**config.mk**
```make
export PLATFORM = sky130hd
export DESIGN_NAME = evstat_reg
export DESIGN_NICKNAME = d
export VERILOG_FILES = /design/src/rtl/evstat_pkg.sv /design/src/rtl/evstat_cflag.sv /design/src/rtl/evstat_flags.sv /design/src/rtl/evstat_bank.sv /design/src/rtl/evstat_reg.sv
export SDC_FILE = /design/constraint.sdc
export NUM_CORES = 1
export LEC_CHECK = 0
export CAP_MARGIN = 30
export CORE_ASPECT_RATIO = 1.75
export CORE_UTILIZATION = 55
export DETAILED_ROUTE_END_ITERATION = 8
export DONT_BUFFER_PORTS = 1
export PLACE_DENSITY = 0.7
export SLEW_MARGIN = 40
export SYNTH_ARGS = -nofsm -noshare
export SYNTH_HDL_FRONTEND = slang
export SYNTH_HIERARCHICAL = 1
export SYNTH_SLANG_ARGS = --single-unit
```
**constraint.sdc**
```tcl
create_clock -name clk -period 3.55 [get_ports clk]
set_input_delay 0.355 -clock clk [delete_from_list [all_inputs] [get_ports clk]]
set_output_delay 0.355 -clock clk [all_outputs]
set_load 0.01 [all_outputs]
```
**src/rtl/evstat_pkg.sv**
```systemverilog
package evstat_pkg;
  localparam int BUS_W   = 16;
  localparam int ADDR_W  = 2;
  localparam int NTMR    = 4;
  localparam int BUF_W   = 64;
  localparam int NFLAG   = NTMR + 2;   // timers, script, error
  localparam int ST_W    = 8;
  localparam int ST_COND = 7;
  localparam int ST_BANK = 6;
  localparam int ST_ERR  = 5;
  localparam int ST_SCR  = 4;
  localparam int WR_BANK_SET = 14;

  typedef enum logic [ADDR_W-1:0] {
    A_STAT = 2'd0,
    A_RSVD = 2'd1,
    A_WLO  = 2'd2,
    A_WHI  = 2'd3
  } evstat_addr_e;
endpackage

```
**src/rtl/evstat_cflag.sv**
```systemverilog
module evstat_cflag (
  input  logic clk,
  input  logic rst_n,
  input  logic cmd_done,
  input  logic cmd_test,
  input  logic cmd_pass,
  input  logic halted,
  output logic cflag
);
  logic cflag_en;
  logic cflag_d;

  always_comb begin
    cflag_en = cmd_done & ~halted;
    cflag_d  = cmd_test & cmd_pass;
  end

  always_ff @(posedge clk or negedge rst_n) begin
    if (!rst_n)        cflag <= 1'b0;
    else if (cflag_en) cflag <= cflag_d;
  end

  a_r2_test_result: assert property (@(posedge clk) disable iff (!rst_n)
    cmd_done && !halted && cmd_test |=> cflag == $past(cmd_pass));
  a_r3_other_clears: assert property (@(posedge clk) disable iff (!rst_n)
    cmd_done && !halted && !cmd_test |=> !cflag);
  a_r4_hold: assert property (@(posedge clk) disable iff (!rst_n)
    (halted || !cmd_done) |=> $stable(cflag));
endmodule

```
**src/rtl/evstat_flags.sv**
```systemverilog
module evstat_flags #(
  parameter int W = 6
) (
  input  logic         clk,
  input  logic         rst_n,
  input  logic [W-1:0] hw_set,
  input  logic [W-1:0] cpu_clr,
  output logic [W-1:0] q
);
  for (genvar i = 0; i < W; i++) begin : g_bit
    logic d;
    logic en;
    always_comb begin
      en = hw_set[i] | cpu_clr[i];
      d  = hw_set[i];
    end
    always_ff @(posedge clk or negedge rst_n) begin
      if (!rst_n)  q[i] <= 1'b0;
      else if (en) q[i] <= d;
    end

    a_r7_set_wins: assert property (@(posedge clk) disable iff (!rst_n)
      hw_set[i] |=> q[i]);
    a_r6_clear: assert property (@(posedge clk) disable iff (!rst_n)
      cpu_clr[i] && !hw_set[i] |=> !q[i]);
    a_r6_hold: assert property (@(posedge clk) disable iff (!rst_n)
      !cpu_clr[i] && q[i] |=> q[i]);
  end
endmodule

```
**src/rtl/evstat_bank.sv**
```systemverilog
module evstat_bank #(
  parameter int BUF_W = 64,
  localparam int HALF = BUF_W / 2
) (
  input  logic            clk,
  input  logic            rst_n,
  input  logic            set,
  input  logic            clr,
  input  logic [BUF_W-1:0] tbuf,
  output logic            bank,
  output logic [HALF-1:0] window
);
  logic bank_en;
  logic bank_d;

  always_comb begin
    bank_en = set | clr;
    bank_d  = set;
    window  = bank ? tbuf[BUF_W-1:HALF] : tbuf[HALF-1:0];
  end

  always_ff @(posedge clk or negedge rst_n) begin
    if (!rst_n)       bank <= 1'b0;
    else if (bank_en) bank <= bank_d;
  end

  a_r8_set_wins: assert property (@(posedge clk) disable iff (!rst_n)
    set |=> bank);
  a_r8_clear: assert property (@(posedge clk) disable iff (!rst_n)
    clr && !set |=> !bank);
endmodule

```
**src/rtl/evstat_reg.sv**
```systemverilog
module evstat_reg
  import evstat_pkg::*;
(
  input  logic              clk,
  input  logic              rst_n,
  input  logic              cpu_sel,
  input  logic              cpu_wr,
  input  logic              cpu_wide,
  input  logic [ADDR_W-1:0] cpu_addr,
  input  logic [BUS_W-1:0]  cpu_wdata,
  output logic [BUS_W-1:0]  cpu_rdata,
  input  logic              eng_cmd_done,
  input  logic              eng_cmd_test,
  input  logic              eng_cmd_pass,
  input  logic              eng_err_set,
  input  logic              eng_script_set,
  input  logic [NTMR-1:0]   eng_tmr_set,
  input  logic [BUF_W-1:0]  eng_tbuf,
  output logic              eng_halt,
  output logic              eng_cflag
);
  localparam int HALF = BUF_W / 2;

  logic              wr_stat;
  logic [NFLAG-1:0]  flag_set;
  logic [NFLAG-1:0]  flag_clr;
  logic [NFLAG-1:0]  flag_q;
  logic              bank_set;
  logic              bank_clr;
  logic              bank_q;
  logic [HALF-1:0]   window;
  logic [ST_W-1:0]   status;
  logic              unused_wbits;

  assign unused_wbits = ^{cpu_wdata[BUS_W-1], cpu_wdata[WR_BANK_SET-1:ST_COND]};

  always_comb begin
    wr_stat  = cpu_sel & cpu_wr & cpu_wide & (cpu_addr == A_STAT);
    flag_set = {eng_err_set, eng_script_set, eng_tmr_set};
    flag_clr = wr_stat ? cpu_wdata[NFLAG-1:0] : '0;
    bank_set = wr_stat & cpu_wdata[WR_BANK_SET];
    bank_clr = wr_stat & cpu_wdata[ST_BANK];
  end

  evstat_cflag i_cflag (
    .clk      (clk),
    .rst_n    (rst_n),
    .cmd_done (eng_cmd_done),
    .cmd_test (eng_cmd_test),
    .cmd_pass (eng_cmd_pass),
    .halted   (eng_halt),
    .cflag    (eng_cflag)
  );

  evstat_flags #(.W(NFLAG)) i_flags (
    .clk     (clk),
    .rst_n   (rst_n),
    .hw_set  (flag_set),
    .cpu_clr (flag_clr),
    .q       (flag_q)
  );

  evstat_bank #(.BUF_W(BUF_W)) i_bank (
    .clk    (clk),
    .rst_n  (rst_n),
    .set    (bank_set),
    .clr    (bank_clr),
    .tbuf   (eng_tbuf),
    .bank   (bank_q),
    .window (window)
  );

  always_comb begin
    eng_halt = flag_q[ST_ERR];
    status   = {eng_cflag, bank_q, flag_q};
    cpu_rdata = '0;
    if (cpu_sel && !cpu_wr) begin
      case (cpu_addr)
        A_STAT:  cpu_rdata = {{(BUS_W-ST_W){1'b0}}, status};
        A_WLO:   cpu_rdata = window[BUS_W-1:0];
        A_WHI:   cpu_rdata = window[2*BUS_W-1:BUS_W];
        default: cpu_rdata = '0;
      endcase
      if (!cpu_wide) cpu_rdata[BUS_W-1:ST_W] = '0;
    end
  end

  a_r5_halt_cause: assert property (@(posedge clk) disable iff (!rst_n)
    $rose(eng_halt) |-> $past(eng_err_set));
  a_r11_byte_write: assert property (@(posedge clk) disable iff (!rst_n)
    cpu_sel && cpu_wr && !cpu_wide && !eng_cmd_done && !eng_err_set &&
    !eng_script_set && (eng_tmr_set == '0) |=> $stable(status));
endmodule

```
# After elaboration in Yosys (flattened, before gate mapping)
# Cells that the tools add are included.
[word_totals]
word_cells = 33
out_inout_bits = 18
register_bits = 8
inputBits = 96
[op_classes]
n_mux = 5
reduce_logical = 3
n_eq_ne = 2
n_bitwise = 15
[op_table]
columns = ["cell", "n"]
rows = [
  ["16-bit case mux with 3 select lines", 1],
  ["32-bit two-way mux", 1],
  ["16-bit two-way mux", 1],
  ["8-bit two-way mux", 1],
  ["1-bit bitwise AND", 7],
  ["1-bit OR", 7],
  ["6-bit two-way mux", 1],
  ["2-bit == test (second input constant)", 2],
  ["2-bit logical NOT", 1],
  ["1-bit logical AND", 1],
  ["1-bit logical NOT", 1],
  ["1-bit NOT", 1],
]

# Logic depth before layout (Yosys ltp)
[depth]
ltp_word = 5
depth_mapped = 5
mapped_depth_nobuf = 5

# Hierarchy
# The synthesis kept the hierarchy.
[modules_own_cells]
columns = ["module", "area_per_inst_um2", "cells_per_inst", "n_inst", "seq_area_each_um2"]
rows = [
  ["evstat_bank", 576.8, 39, 1, 25.0],
  ["evstat_reg", 457.9, 58, 1, 0.0],
  ["evstat_flags", 217.7, 18, 1, 150.1],
  ["evstat_cflag", 56.3, 5, 1, 25.0],
]

# Least setup slack after synthesis
# No wires, ideal clock.
[synth_path]
path_kind = "flip-flop to output port"
startpoint = "register i_bank.bank"
endpoint = "output port cpu_rdata[0]"
path_slack_ns = 1.935
path_buffers = 2
path_stages_with_launch = 6
required_ns = 3.195
t_arrival_ns = 1.260
path_cell_list = "dfrtp_1 -> buf_6 -> buf_12 -> mux2_4 -> mux2i_1 -> a211oi_1"
[synth_via]
elab_chain_len = 3
[synth_rtl]
columns = ["item", "line", "text"]
rows = [
  ["start, declared", "evstat_bank.sv:10", "output logic bank,"],
  ["start signal, assigned", "evstat_bank.sv:24", "else if (bank_en) bank <= bank_d;"],
  ["32-bit two-way mux", "evstat_bank.sv:19", "window = bank ? tbuf[BUF_W-1:HALF] : tbuf[HALF-1:0];"],
  ["net window[16]", "evstat_reg.sv:31", "logic [HALF-1:0] window;"],
  ["16-bit case mux with 3 select lines", "evstat_reg.sv:78", "case (cpu_addr)"],
  ["16-bit two-way mux", "evstat_reg.sv:77", "if (cpu_sel && !cpu_wr) begin"],
  ["end, declared", "evstat_reg.sv:11", "output logic [BUS_W-1:0] cpu_rdata,"],
]
# The timed path passes the listed nets, and every way through them passes these cells.

# Final worst setup path
[layout_path]
startpoint = "register i_bank.bank"
endpoint = "output port cpu_rdata[3]"
# The elaborated chain is that of the path after synthesis.

==> results.ini <==
[status]
status=finished clean

[worst_setup_path]
critical_path.endpoint_type=output pin
reg2reg_slack_ns=2.49
critPathRequiredTime_ns=3.19
crit_slowest_cell=dfrtp_4
startpoint_type=flop
crit_buf_inv=0
cp_data_arrival_time_ns=1.81
crit_chain=mux2_4 > mux2i_1 > a211oi_1
cp_top_family=flip-flops
reg2reg_to=i_bank/bank$_DFFE_PN0P_
criticalPathCategory=reg -> out
worstPathMaxFanout=34
ff2ff_path_depth=1
timing.rr.start=i_bank/bank$_DFFE_PN0P_
max_stage_delay_ns=0.79

[clock_tree]
h-tree-depth=1
cts_root_buffer=clkbuf_8
post_cts_buffers=0
cts_tree=built
cts.sinks=8
clk_path_buf_depth=2
clk_pin_slew_ns=0.04
clk_latency_ns=0.23
cts-buffers-inserted=3

[layout]
antenna-diode-count=0
layout_commonest_cell=mux2_4
fin_area_um2=1280
area_growth_pct=-2.20
stdcell_count=142
layout_common_cells=mux2_4 (29), mux2i_1 (17), inv_1 (9)
nNetsFinal=214
drive_gt1_frac=0.359
fin_util=0.563

[place]
port_buffers=0
gp_congestion=0.742
dp_cells=137
placedInstanceArea_um2=1220
hpwlAfterDp_um=2210

[min_path]
min_to=i_flags/q[5]$_DFFE_PN0P_
worstHoldStart=eng_err_set
hold_depth=1
hp-class=in -> reg

[timing]
min_period_ns=2.16
relSlewSlack=0.626
tns_ns=0
final_max_slew_viol_count=0
fmax_ghz=0.462
post-route-period-util=0.610
clock_skew_ns=0.0000420
hold_ws_ns=0.216
hold_viol_final=0
worst_slew_pin_slew_ns=0.562
setup_viol=0
rsz0062_at_grt=no

[yosys]
synth.avg_cell_area_um2=10.9
syn_nets=216
ys_warn_count=6
synth_area_um2=1310
synth_seq_cells=8
ys_types=20
syn_inst=120
yosysSeqAreaShare=0.153

[grt]
gr-total-overflow=0
grt_pass1_wl_um=3520
grt_util_all_layers=0.197
antenna_found_initial=0
grt_pass1_vias=844
grt_max_degree=35

[route]
via_count=878
route.detailed.drc=0
wl_um=2650
drt_iter0_drc=13
ant_nets=0
vias_per_cell=6.18
wire_per_inst_um=18.7
first_pass_iters=2

[floorplanning]
die-area_um2=2590
die_y_um=66.5
row_count=23
fp.coreArea_um2=2270
die_x_um=38.9
start_util=0.576
ios=114

[power_and_ir_drop]
leakage_nw=0.555
power.density_nw_per_um2=343
ir_worst_vdd_uv=255

[job]
max-cap-violations=0

-- final cells by class --
type	count	area, um2
fill	201	993
multi-input combinational	94	952
sequential	8	204
clock buffer	4	45.0
inverter	10	37.5
tap	25	31.3
timing repair buffer	1	10.0
-- Yosys cell counts --
master    instances  area, um2
inv_1             9       33.8
a211oi_1          6       45.0
mux2_4           29        435
mux2i_1          17        170
nor2_1            8       30.0
a21oi_1           8       40.0
buf_6             3       33.8
mux2_2            3       33.8
dfrtp_1           8        200
o211ai_4          1       21.3
buf_2             1       5.00
nand4_1           1       6.26
a21o_1            7       52.6
inv_2             1       3.75
a211oi_2          2       25.0
and2_1            8       50.1
nand2_1           2       7.51
nor4_4            1       21.3
nor2b_4           1       13.8
buf_12            4       80.1
-- worst max-delay path by stage --
stage	slack, ns	start	cells after the start	end
floorplan	1.93	i_bank/bank$_DFFE_PN0P_	5	cpu_rdata[0]
global placement	1.43	i_bank/bank$_DFFE_PN0P_	3	cpu_rdata[0]
detailed placement	1.61	i_bank/bank$_DFFE_PN0P_	3	cpu_rdata[3]
CTS	1.36	i_bank/bank$_DFFE_PN0P_	3	cpu_rdata[3]
global route	1.29	i_bank/bank$_DFFE_PN0P_	3	cpu_rdata[2]
finish	1.39	i_bank/bank$_DFFE_PN0P_	3	cpu_rdata[3]
-- per-layer routing --
layer / wire (um) / vias to the layer above / track usage / share of wire
li1: - / 424 / - / -
met1: 880 / 380 / 0.173 / 0.33
met2: 1460 / 68 / 0.385 / 0.55
met3: 268 / 6 / 0.0400 / 0.10
met4: 48 / 0 / 0.0905 / 0.018
met5: 0 / - / 0 / 0
-- kinds of logic (layout without fill, tap and decap cells) --
| family | after synthesis | in the layout | share of synthesized area |
|---|---|---|---|
| AO/OA/AOI/OAI | 24 | 24 | 0.141 |
| buffers and inverters | 18 | 15 | 0.119 |
| flip-flops | 8 | 8 | 0.153 |
| multiplexers | 49 | 49 | 0.489 |
| AND/OR/NAND/NOR | 21 | 21 | 0.0985 |
-- timing repair --
item,4_1_cts,5_1_grt
gates resized for setup,0,0
hold endpoints to repair,8,0
endpoints found under the setup margin,0,0
hold buffers,1,0
-- per-stage QoR --
step / total power [mW] / worst slack, ns
finish: 0.440 / 1.39
CTS: 0.445 / 1.36
detailed placement: 0.326 / 1.61
global route: 0.466 / 1.29
global placement: 0.322 / 1.43
floorplan: 0.355 / 1.93
-- state kept, by name, indices dropped and copies added, names as in the netlist --
signal,flops
i_flags/q,6
i_bank/bank,1
i_cflag/cflag,1
-- power by group --
| part | internal [mW] | switching [mW] |
|---|---|---|
| registers | 0.0988 | 0.0466 |
| clock network | 0.0778 | 0.0354 |
| logic | 0.134 | 0.0469 |
Power figures use the tool's default switching activity.
